### config.mk
export PLATFORM = sky130hd
export DESIGN_NAME = keyed_watchdog
export DESIGN_NICKNAME = d
export VERILOG_FILES = /design/src/rtl/kwd_pkg.sv /design/src/rtl/kwd_regs.sv /design/src/rtl/kwd_tick.sv /design/src/rtl/kwd_counter.sv /design/src/rtl/kwd_actions.sv /design/src/rtl/keyed_watchdog.sv
export SDC_FILE = /design/constraint.sdc
export NUM_CORES = 1
export LEC_CHECK = 0
export CORE_MARGIN = 2
export CORE_UTILIZATION = 57
export CTS_CLUSTER_DIAMETER = 150
export DETAILED_ROUTE_END_ITERATION = 7
export PLACE_DENSITY = 0.86
export RECOVER_POWER = 100
export SETUP_SLACK_MARGIN = 0.3
export SLEW_MARGIN = 10
export SYNTH_ARGS = -nofsm -noshare
export SYNTH_HDL_FRONTEND = slang
export SYNTH_HIERARCHICAL = 1
export SYNTH_SLANG_ARGS = --single-unit
export TNS_END_PERCENT = 10
### constraint.sdc
create_clock -name clk -period 4.5 [get_ports clk]
set_input_delay 0.9 -clock clk [delete_from_list [all_inputs] [get_ports clk]]
set_output_delay 0.9 -clock clk [all_outputs]
set_load 0.005 [all_outputs]
### src/rtl/kwd_pkg.sv
package kwd_pkg;

   // word indices of the registers (byte offset >> 2)
   localparam int unsigned IDX_COUNT   = 0;
   localparam int unsigned IDX_RELOAD  = 1;
   localparam int unsigned IDX_RESTART = 2;
   localparam int unsigned IDX_CTRL    = 3;

   localparam int unsigned CTRL_W = 6;

   // control register, bit 5 down to bit 0
   typedef struct packed {
      logic full_chip;
      logic tick_sel;
      logic strobe_en;
      logic irq_en;
      logic rst_en;
      logic enable;
   } ctrl_t;

endpackage

### src/rtl/kwd_regs.sv
module kwd_regs
   import kwd_pkg::*;
#(
   parameter int unsigned ADDR_W = 4,
   parameter int unsigned DATA_W = 32,
   parameter int unsigned CNT_W  = 32,
   parameter logic [DATA_W-1:0] KEY = 'h4755
) (
   input  logic              clk,
   input  logic              rst_n,
   input  logic [ADDR_W-1:0] bus_addr,
   input  logic              bus_we,
   input  logic [DATA_W-1:0] bus_wdata,
   output logic [DATA_W-1:0] bus_rdata,
   input  logic [CNT_W-1:0]  count_q,
   output ctrl_t             ctrl_q,
   output logic [CNT_W-1:0]  reload_q,
   output logic              restart_hit
);

   localparam int unsigned IDX_W = ADDR_W - 2;

   logic [IDX_W-1:0] idx;
   logic             wr_reload;
   logic             wr_ctrl;

   assign idx         = bus_addr[ADDR_W-1:2];
   assign wr_reload   = bus_we && (idx == IDX_W'(IDX_RELOAD));
   assign wr_ctrl     = bus_we && (idx == IDX_W'(IDX_CTRL));
   assign restart_hit = bus_we && (idx == IDX_W'(IDX_RESTART)) && (bus_wdata == KEY);

   always_ff @(posedge clk or negedge rst_n) begin
      if (!rst_n) begin
         ctrl_q   <= '0;
         reload_q <= '0;
      end else begin
         if (wr_ctrl)
            ctrl_q <= ctrl_t'(bus_wdata[CTRL_W-1:0]);
         if (wr_reload)
            reload_q <= bus_wdata[CNT_W-1:0];
      end
   end

   always_comb begin
      bus_rdata = '0;
      case (idx)
         IDX_W'(IDX_COUNT):  bus_rdata = DATA_W'(count_q);
         IDX_W'(IDX_RELOAD): bus_rdata = DATA_W'(reload_q);
         IDX_W'(IDX_CTRL):   bus_rdata = DATA_W'(ctrl_q);
         default:            bus_rdata = '0;
      endcase
   end

endmodule

### src/rtl/kwd_tick.sv
module kwd_tick #(
   parameter bit TICK_SYNC = 1'b0
) (
   input  logic clk,
   input  logic rst_n,
   input  logic tick_in,
   output logic tick_step
);

   generate
      if (TICK_SYNC) begin : g_sync
         // asynchronous tick: two-flop synchronizer plus rising-edge detect
         logic [2:0] sh_q;
         always_ff @(posedge clk or negedge rst_n) begin
            if (!rst_n) sh_q <= '0;
            else        sh_q <= {sh_q[1:0], tick_in};
         end
         assign tick_step = sh_q[1] && !sh_q[2];
      end else begin : g_direct
         // tick already a one-cycle strobe in this clock domain
         assign tick_step = tick_in;
      end
   endgenerate

endmodule

### src/rtl/kwd_counter.sv
module kwd_counter
   import kwd_pkg::*;
#(
   parameter int unsigned CNT_W = 32
) (
   input  logic             clk,
   input  logic             rst_n,
   input  ctrl_t            ctrl_q,
   input  logic             tick_step,
   input  logic             restart_hit,
   input  logic [CNT_W-1:0] reload_q,
   output logic [CNT_W-1:0] count_q,
   output logic             fire
);

   logic step;

   assign step = ctrl_q.enable && (ctrl_q.tick_sel ? tick_step : 1'b1);
   assign fire = step && !restart_hit && (count_q == '0);

   always_ff @(posedge clk or negedge rst_n) begin
      if (!rst_n)
         count_q <= '0;
      else if (restart_hit || fire)
         count_q <= reload_q;
      else if (step)
         count_q <= count_q - 1'b1;
   end

endmodule

### src/rtl/kwd_actions.sv
module kwd_actions
   import kwd_pkg::*;
(
   input  logic  clk,
   input  logic  rst_n,
   input  ctrl_t ctrl_q,
   input  logic  fire,
   input  logic  restart_hit,
   output logic  rst_req,
   output logic  irq,
   output logic  wdt_strobe,
   output logic  expired
);

   always_ff @(posedge clk or negedge rst_n) begin
      if (!rst_n) begin
         rst_req    <= 1'b0;
         irq        <= 1'b0;
         wdt_strobe <= 1'b0;
         expired    <= 1'b0;
      end else begin
         rst_req    <= fire && ctrl_q.rst_en;
         irq        <= fire && ctrl_q.irq_en;
         wdt_strobe <= fire && ctrl_q.strobe_en;
         if (restart_hit)
            expired <= 1'b0;
         else if (fire)
            expired <= 1'b1;
      end
   end

endmodule

### src/rtl/keyed_watchdog.sv
module keyed_watchdog
   import kwd_pkg::*;
#(
   parameter int unsigned ADDR_W    = 4,
   parameter int unsigned DATA_W    = 32,
   parameter int unsigned CNT_W     = 32,
   parameter logic [DATA_W-1:0] KEY = 'h4755,
   parameter bit          TICK_SYNC = 1'b0
) (
   input  logic              clk,
   input  logic              rst_n,
   input  logic [ADDR_W-1:0] bus_addr,
   input  logic              bus_we,
   input  logic [DATA_W-1:0] bus_wdata,
   output logic [DATA_W-1:0] bus_rdata,
   input  logic              tick_1mhz,
   output logic              rst_req,
   output logic              irq,
   output logic              wdt_strobe,
   output logic              full_chip,
   output logic              expired
);

   generate
      if (ADDR_W < 4) begin : g_bad_addr
         $error("keyed_watchdog: ADDR_W must cover four word registers");
      end
      if (CNT_W < 1 || CNT_W > DATA_W) begin : g_bad_cnt
         $error("keyed_watchdog: CNT_W must be between 1 and DATA_W");
      end
      if (DATA_W < CTRL_W) begin : g_bad_data
         $error("keyed_watchdog: DATA_W too narrow for control register");
      end
   endgenerate

   ctrl_t            ctrl_q;
   logic [CNT_W-1:0] reload_q;
   logic [CNT_W-1:0] count_q;
   logic             restart_hit;
   logic             tick_step;
   logic             fire;

   kwd_regs #(
      .ADDR_W(ADDR_W), .DATA_W(DATA_W), .CNT_W(CNT_W), .KEY(KEY)
   ) u_regs (
      .clk(clk), .rst_n(rst_n),
      .bus_addr(bus_addr), .bus_we(bus_we), .bus_wdata(bus_wdata),
      .bus_rdata(bus_rdata), .count_q(count_q),
      .ctrl_q(ctrl_q), .reload_q(reload_q), .restart_hit(restart_hit)
   );

   kwd_tick #(.TICK_SYNC(TICK_SYNC)) u_tick (
      .clk(clk), .rst_n(rst_n), .tick_in(tick_1mhz), .tick_step(tick_step)
   );

   kwd_counter #(.CNT_W(CNT_W)) u_counter (
      .clk(clk), .rst_n(rst_n), .ctrl_q(ctrl_q), .tick_step(tick_step),
      .restart_hit(restart_hit), .reload_q(reload_q),
      .count_q(count_q), .fire(fire)
   );

   kwd_actions u_actions (
      .clk(clk), .rst_n(rst_n), .ctrl_q(ctrl_q), .fire(fire),
      .restart_hit(restart_hit), .rst_req(rst_req), .irq(irq),
      .wdt_strobe(wdt_strobe), .expired(expired)
   );

   assign full_chip = ctrl_q.full_chip;

endmodule

==> results of run 1 <==
worst register-to-register path, delay by kind of cell (launching register included):
kind                   cells  cell delay, ps
buffers and inverters      1             410
AND/OR/NAND/NOR            3            1490
flip-flops                 1             440
AO/OA/AOI/OAI              2             530
cells by family (layout without fill, tap and decap cells):
kind of cell	after synthesis	after routing	share of synthesized area (%)
compound gates	44	44	6.28
flops	74	74	44.1
buf+inv	28	99	3.63
simple gates	145	145	19.0
xor+xnor	29	29	6.05
fa+ha+maj	1	1	0.298
mux	70	70	20.7
cell type report:
| cell class | count | area (sq um) |
|---|---|---|
| inverters | 3 | 11.3 |
| flip-flops and latches | 74 | 1850 |
| clock buffers | 15 | 186 |
| well taps | 99 | 124 |
| fillers | 548 | 2100 |
| repair buffers | 80 | 764 |
| clock inverters | 1 | 30.0 |
| multi-input cells | 289 | 2100 |
worst min-delay path by stage:
| stage | startpoint | to | slack, ps | cells past startpoint |
|---|---|---|---|---|
| 4_1_cts | u_actions/expired$_DFFE_PN0P_ | u_actions/expired$_DFFE_PN0P_ | 500 | 1 |
| 3_5_place_dp | u_actions/expired$_DFFE_PN0P_ | u_actions/expired$_DFFE_PN0P_ | 480 | 1 |
| 3_3_place_gp | u_actions/expired$_DFFE_PN0P_ | u_actions/expired$_DFFE_PN0P_ | 480 | 1 |
| 5_1_grt | u_actions/expired$_DFFE_PN0P_ | u_actions/expired$_DFFE_PN0P_ | 540 | 1 |
| 2_1_floorplan | u_regs/reload_q[28]$_DFFE_PN0P_ | u_counter/count_q[28]$_DFFE_PN0P_ | 480 | 1 |
| 6_report | u_actions/expired$_DFFE_PN0P_ | u_actions/expired$_DFFE_PN0P_ | 490 | 1 |
sequential cells by signal, indices dropped and copies added (netlist names):
register,flops
u_regs/reload_q,32
u_actions/irq,1
u_regs/ctrl_q,6
u_actions/rst_req,1
u_actions/expired,1
u_counter/count_q,32
u_actions/wdt_strobe,1
cell usage after synthesis (2+ instances only):
library cell,count,area (sq um)
a21oi_1,31,155
a22o_1,6,52.6
and2_2,3,22.5
buf_2,5,25.0
buf_6,5,56.3
clkbuf_1,14,52.6
dfrtp_1,74,1850
inv_1,3,11.3
mux2_2,14,158
mux2_4,30,450
mux2i_1,26,260
nand2_1,2,7.51
nand2b_1,2,12.5
nand3_1,5,25.0
nand4_1,7,43.8
nand4b_1,3,26.3
nor2_1,68,255
nor2b_1,2,12.5
nor3_1,13,65.1
nor4_1,17,106
nor4b_2,2,30.0
o22a_1,2,17.5
or3_1,6,37.5
or4_1,2,15.0
or4_4,2,22.5
or4b_1,2,20.0
xnor2_1,23,201
xor2_1,6,52.6
power by group:
part | total, W | internal, W | switching [W]
clock | 0.000556 | 0.000318 | 0.000238
sequential | 0.00109 | 0.000850 | 0.000241
combinational | 0.000843 | 0.000432 | 0.000410
total | 0.00249 | 0.00160 | 0.000889
metrics by stage:
step	hold WS, ps	total power, W	instance area (sq um)	worst slack (ps)	util, %
6_report	489	0.00249	5070	527	70.7
5_1_grt	535	0.00264	5070	419	70.7
4_1_cts	500	0.00255	5190	881	72.4
3_5_place_dp	482	0.00199	4980	739	69.4
3_3_place_gp	476	0.00194	4980	841	69.4
2_1_floorplan	482	0.00165	4200	1950	-
cells in the final DEF (no fill, tap or decap), drive strengths merged, types with 7 or more instances in the layout:
cell type,instances
mux2i,26
nor4,18
dfrtp,74
nor2,68
clkbuf,19
a21oi,31
xnor2,23
clkdlybuf4s50,34
dlygate4sd3,38
nand4,7
mux2,44
nor3,13
metal layers:
layer / global-route usage, % / routed length (um) / up-vias
met5: 0 / 0 / -
met4: 10.9 / 199 / 0
met3: 4.19 / 626 / 24
met2: 42.2 / 4810 / 133
met1: 33.0 / 4210 / 1634
li1: - / - / 1541
==> impl_metrics.tcl, run 1 <==
set metrics [dict create \
    viasPerCell 5.94 \
    hold_viol 0 \
    syn-num-nets 432 \
    gr-usage-all-layers_pct 25.3 \
    reg2reg_slack_ps 1500 \
    path_delay_family "buffers and inverters" \
    cts_tree "built" \
    dieArea_sq_um 8070 \
    cts_sinks 74 \
    ir_worst_vdd_v 0.000231 \
    ys_ff_latch 74 \
    slew_headroom_pct -69.4 \
    instances_no_fill 561 \
    dp_hpwl_um 6800 \
    place_congestion 0.911 \
    maxSlewViolCount 48 \
    synth_edf_count 0 \
    p_per_area_nw_per_um2 491 \
    routed_wl_um 9850 \
    cpMostUsedCell "dlygate4sd3_1" \
    setup-violations-final 0 \
    critPathCaptureType "output pin" \
    synthToLayoutAreaGrowth_pct 20.7 \
    cts_setup_buffers 0 \
    cap_violations 1 \
    grt_overflow_total 0 \
    grt_pass1_vias 3397 \
    fin_worst_skew_ps 9.66 \
    initial_core_util_pct 58.6 \
    rr_startpoint "u_counter/count_q[19]$_DFFE_PN0P_" \
    numPortBuffers 74 \
    placedCellCount 545 \
    async_flop_share_pct 100 \
    coreArea_sq_um 7180 \
    antenna_found_initial 0 \
    outcome "finished, violations left" \
    power_leakage_nw 2.21 \
    critPathArrivalTime_ps 3070 \
    r2r-end "u_counter/count_q[3]$_DFFE_PN0P_" \
    clock_path_buffers 2 \
    drc_errors 0 \
    grt_pass1_wl_um 16500 \
    drt-initial-drc-count 150 \
    violations "capacitance limit, slew limit" \
    reg2regPathDepth 6 \
    wl_per_cell_um 17.6 \
    cts_max_level 3 \
    nets 498 \
    crit_chain "dlygate4sd3_1 -> clkbuf_1 -> nor2_1 -> dlygate4sd3_1" \
    dr_total_vias 3332 \
    worstPathRequired_ps 3600 \
    dr.pass1.iters 5 \
    period_minus_slack_ps 3970 \
    clock.fmax_mhz 252 \
    yosysUniqueCellTypes 44 \
    ys_warn_count 6 \
    startpoint_type "input pin" \
    clockRootBuffer "clkbuf_8" \
    ys_seq_area_share_pct 44.1 \
    cp_slowest_cell "dlygate4sd3_1" \
    fin_crit_sh_pct 88.3 \
    cts_made_buffers 9 \
    io_pins 77 \
    die_x_um 89.9 \
    fin_setup_tns_ps 0 \
    postRouteAntennaNets 0 \
    post_cts_resized 0 \
    fp.dieH_um 89.9 \
    hp-class "reg -> reg" \
    cp_num_buf_inv 3 \
    startpoint "bus_addr[3]" \
    crit_path_end "bus_rdata[7]" \
    syn_area_sq_um 4200 \
    drive_gt1_share_pct 9.74 \
    worstMarginPinSlew_ps 2540 \
    diodes 0 \
    synth_ff_type "dfrtp_1" \
    worstSetupPathType "in -> out" \
    synth_area_per_cell_sq_um 10.7 \
    fp-row-count 31 \
    syn_inst 391 \
    hold_buffers 0 \
    path_clk_slew_ps 70 \
    crit_cells 4 \
    rsz0062_at_grt "no" \
    cp_max_fo 16 \
    grt_max_degree 48 \
    max_stage_delay_ps 810 \
    clock_latency_ps 350 \
]
(Power assumes the default switching activity.)
==> inputs of run 2 (changes only) <==
--- a/config.mk
+++ b/config.mk
@@ -15,6 +15,5 @@
 export SLEW_MARGIN = 10
 export SYNTH_ARGS = -nofsm -noshare
 export SYNTH_HDL_FRONTEND = slang
-export SYNTH_HIERARCHICAL = 1
 export SYNTH_SLANG_ARGS = --single-unit
 export TNS_END_PERCENT = 10
==> impl_metrics.tcl, run 2 <==
set metrics [dict create \
    outcome "finished, violations left" \
    violations "capacitance limit, slew limit" \
    critPathCaptureType "output pin" \
    ys_seq_area_share_pct 43.4 \
    cp_slowest_cell "dlygate4sd3_1" \
    power_leakage_nw 2.40 \
    post_cts_resized 0 \
    wl_per_cell_um 18.4 \
    startpoint "bus_addr[3]" \
    fin_crit_sh_pct 88.5 \
    grt_overflow_total 0 \
    worstPathRequired_ps 3600 \
    coreArea_sq_um 7250 \
    gr-usage-all-layers_pct 25.0 \
    rsz0062_at_grt "no" \
    comb_power_share_pct 35.1 \
    rr_startpoint "u_counter.count_q[15]$_DFFE_PN0P_" \
    fin_worst_skew_ps 12.6 \
    yosysUniqueCellTypes 39 \
    fin_setup_tns_ps 0 \
    worstSetupPathType "in -> out" \
    grt_pass1_wl_um 16200 \
    cts_tree "built" \
    yosysTopAreaCell "dfrtp_1" \
    place_congestion 0.830 \
    mostFrequentLayoutCell "dfrtp_1" \
    clock.fmax_mhz 251 \
    initial_core_util_pct 58.9 \
    switching_share_pct 37.2 \
    clock_latency_ps 360 \
    cts_setup_buffers 0 \
    cts_made_buffers 9 \
    dr_total_vias 3143 \
    hold_buffers 0 \
    postRouteAntennaNets 0 \
    die_x_um 90.5 \
    routed_wl_um 9710 \
    cpMostUsedCell "dlygate4sd3_1" \
    cts_sinks 74 \
    max_stage_delay_ps 990 \
    switching_power_w 0.000911 \
    drive_gt1_share_pct 20.7 \
    ys_ff_latch 74 \
    slew_headroom_pct -11.9 \
    clkPwrFrac_pct 21.1 \
    top_regs "u_counter.count_q: 32 flops, u_regs.reload_q: 32 flops, u_regs.ctrl_q: 6 flops" \
    cts_max_level 3 \
    ys_warn_count 0 \
    cp_max_fo 17 \
    hp-class "reg -> reg" \
    dieArea_sq_um 8200 \
    synth_ff_type "dfrtp_1" \
    synth_edf_count 0 \
    numPortBuffers 74 \
    yosysTopAreaCellShare_pct 43.4 \
    worstHoldStart "u_regs.reload_q[5]$_DFFE_PN0P_" \
    total_power_w 0.00245 \
    hold_viol 0 \
    critPathArrivalTime_ps 3080 \
    fillers 548 \
    io_pins 77 \
    p_int_w 0.00154 \
    clockRootBuffer "clkbuf_8" \
    p_per_area_nw_per_um2 475 \
    synth_area_per_cell_sq_um 12.2 \
    period_minus_slack_ps 3980 \
    synthToLayoutAreaGrowth_pct 20.6 \
    grt_max_degree 33 \
    synth_common_cells "dfrtp_1 (74), mux2_2 (43), nor2_1 (36)" \
    clock_path_buffers 2 \
    startpoint_type "input pin" \
    nets 465 \
    maxSlewViolCount 33 \
    async_flop_share_pct 100 \
    antenna_found_initial 0 \
    crit_chain "dlygate4sd3_1 -> mux2_2 -> a22o_1 -> dlygate4sd3_1" \
    fp.dieH_um 90.5 \
    yosys.cell_count.top_type "dfrtp_1" \
    final_cell_mix "dfrtp_1 (74), mux2_2 (43), dlygate4sd3_1 (38), nor2_1 (36), clkdlybuf4s50_1 (34)" \
    viasPerCell 5.95 \
    syn_area_sq_um 4270 \
    fp-row-count 31 \
    dp_hpwl_um 6730 \
    cap_violations 1 \
    drt-initial-drc-count 150 \
    diodes 0 \
    ir_worst_vdd_v 0.000294 \
    worstMarginPinSlew_ps 1680 \
    grt_pass1_vias 3214 \
    syn_inst 350 \
    setup-violations-final 0 \
    p_seq_share_pct 43.8 \
    path_clk_slew_ps 80 \
    drc_errors 0 \
    syn-num-nets 391 \
    hold_slack_ps 514 \
    yosys-top-cells-area "dfrtp_1 (43%), mux2_2 (11%), mux2_4 (10%)" \
    dr.pass1.iters 4 \
]
-- run 2: cell count changes in the layout (fill, tap and decap cells not counted), sizes merged, moves of 4 or more --
cell / before / now
xor2: 6 / 27
clkbuf: 19 / 13
nand2: 2 / 6
xnor2: 23 / 3
nor3: 13 / 7
nor2: 68 / 36
clkinvlp: 0 / 4
mux2: 44 / 74
a21oi: 31 / 2
nor4: 18 / 25
nand4: 7 / 3
-- run 2: area by class of cell --
| class | count | area [sq um] | area share [%] |
|---|---|---|---|
| clock buffer | 9 | 124 | 2.41 |
| inverter | 4 | 15.0 | 0.292 |
| multi-input combinational | 252 | 2180 | 42.3 |
| timing repair buffer | 83 | 787 | 15.3 |
| sequential | 74 | 1850 | 36.0 |
| clock inverter | 7 | 70.1 | 1.36 |
| tap | 99 | 124 | 2.41 |
-- run 2: critical path: cells and delay by family --
| family | cells | cell delay (ps) |
|---|---|---|
| AO/OA/AOI/OAI | 1 | 200 |
| buffers and inverters | 2 | 1560 |
| multiplexers | 1 | 420 |
-- run 2: power groups by stage --
stage | Sequential (W) | Clock (W) | Combinational (W)
3_5_place_dp | 0.00107 | 0 | 0.000963
2_1_floorplan | 0.00101 | 0 | 0.000706
6_report | 0.00107 | 0.000516 | 0.000859
4_1_cts | 0.00107 | 0.000525 | 0.000975
3_3_place_gp | 0.00106 | 0 | 0.000925
5_1_grt | 0.00110 | 0.000555 | 0.000942
-- run 2: kinds of logic after synthesis --
logic type	share of synthesized area, %
and+or+nand+nor	16.6
muxes	28.4
DFF	43.4
xor gates and xnor gates	6.15
buffers and inverters	3.02
AOI/OAI and AO/OA	2.11
adders and majority gates	0.293
-- run 2: metrics by stage --
step	cells	setup WS (ps)	cell area, sq um	utilization, %
3_3_place_gp	512	653	5080	70.1
4_1_cts	528	618	5280	72.8
6_report	528	515	5150	71.0
2_1_floorplan	350	1660	4270	-
5_1_grt	528	459	5150	71.0
3_5_place_dp	512	590	5080	70.1
-- run 2: final timing paths --
| kind | slack [ps] | endpoint | cells past startpoint |
|---|---|---|---|
| max | 520 | bus_rdata[1] | 4 |
| min | 510 | u_regs.reload_q[5]$_DFFE_PN0P_ | 1 |
| max reg2reg | 1410 | u_counter.count_q[7]$_DFFE_PN0P_ | 6 |
| min reg2reg | 510 | u_regs.reload_q[5]$_DFFE_PN0P_ | 1 |
| max in group asynchronous | 1650 | u_regs.reload_q[11]$_DFFE_PN0P_ | 2 |
| min in group asynchronous | 730 | u_counter.count_q[1]$_DFFE_PN0P_ | 1 |
-- run 2: layer usage --
layer	vias to the layer above	track usage (%)	share of wire [%]
met5	-	0	0
met4	0	11.4	2.7
met3	20	3.59	4.7
met2	113	40.2	49
met1	1597	33.6	44
li1	1413	-	-
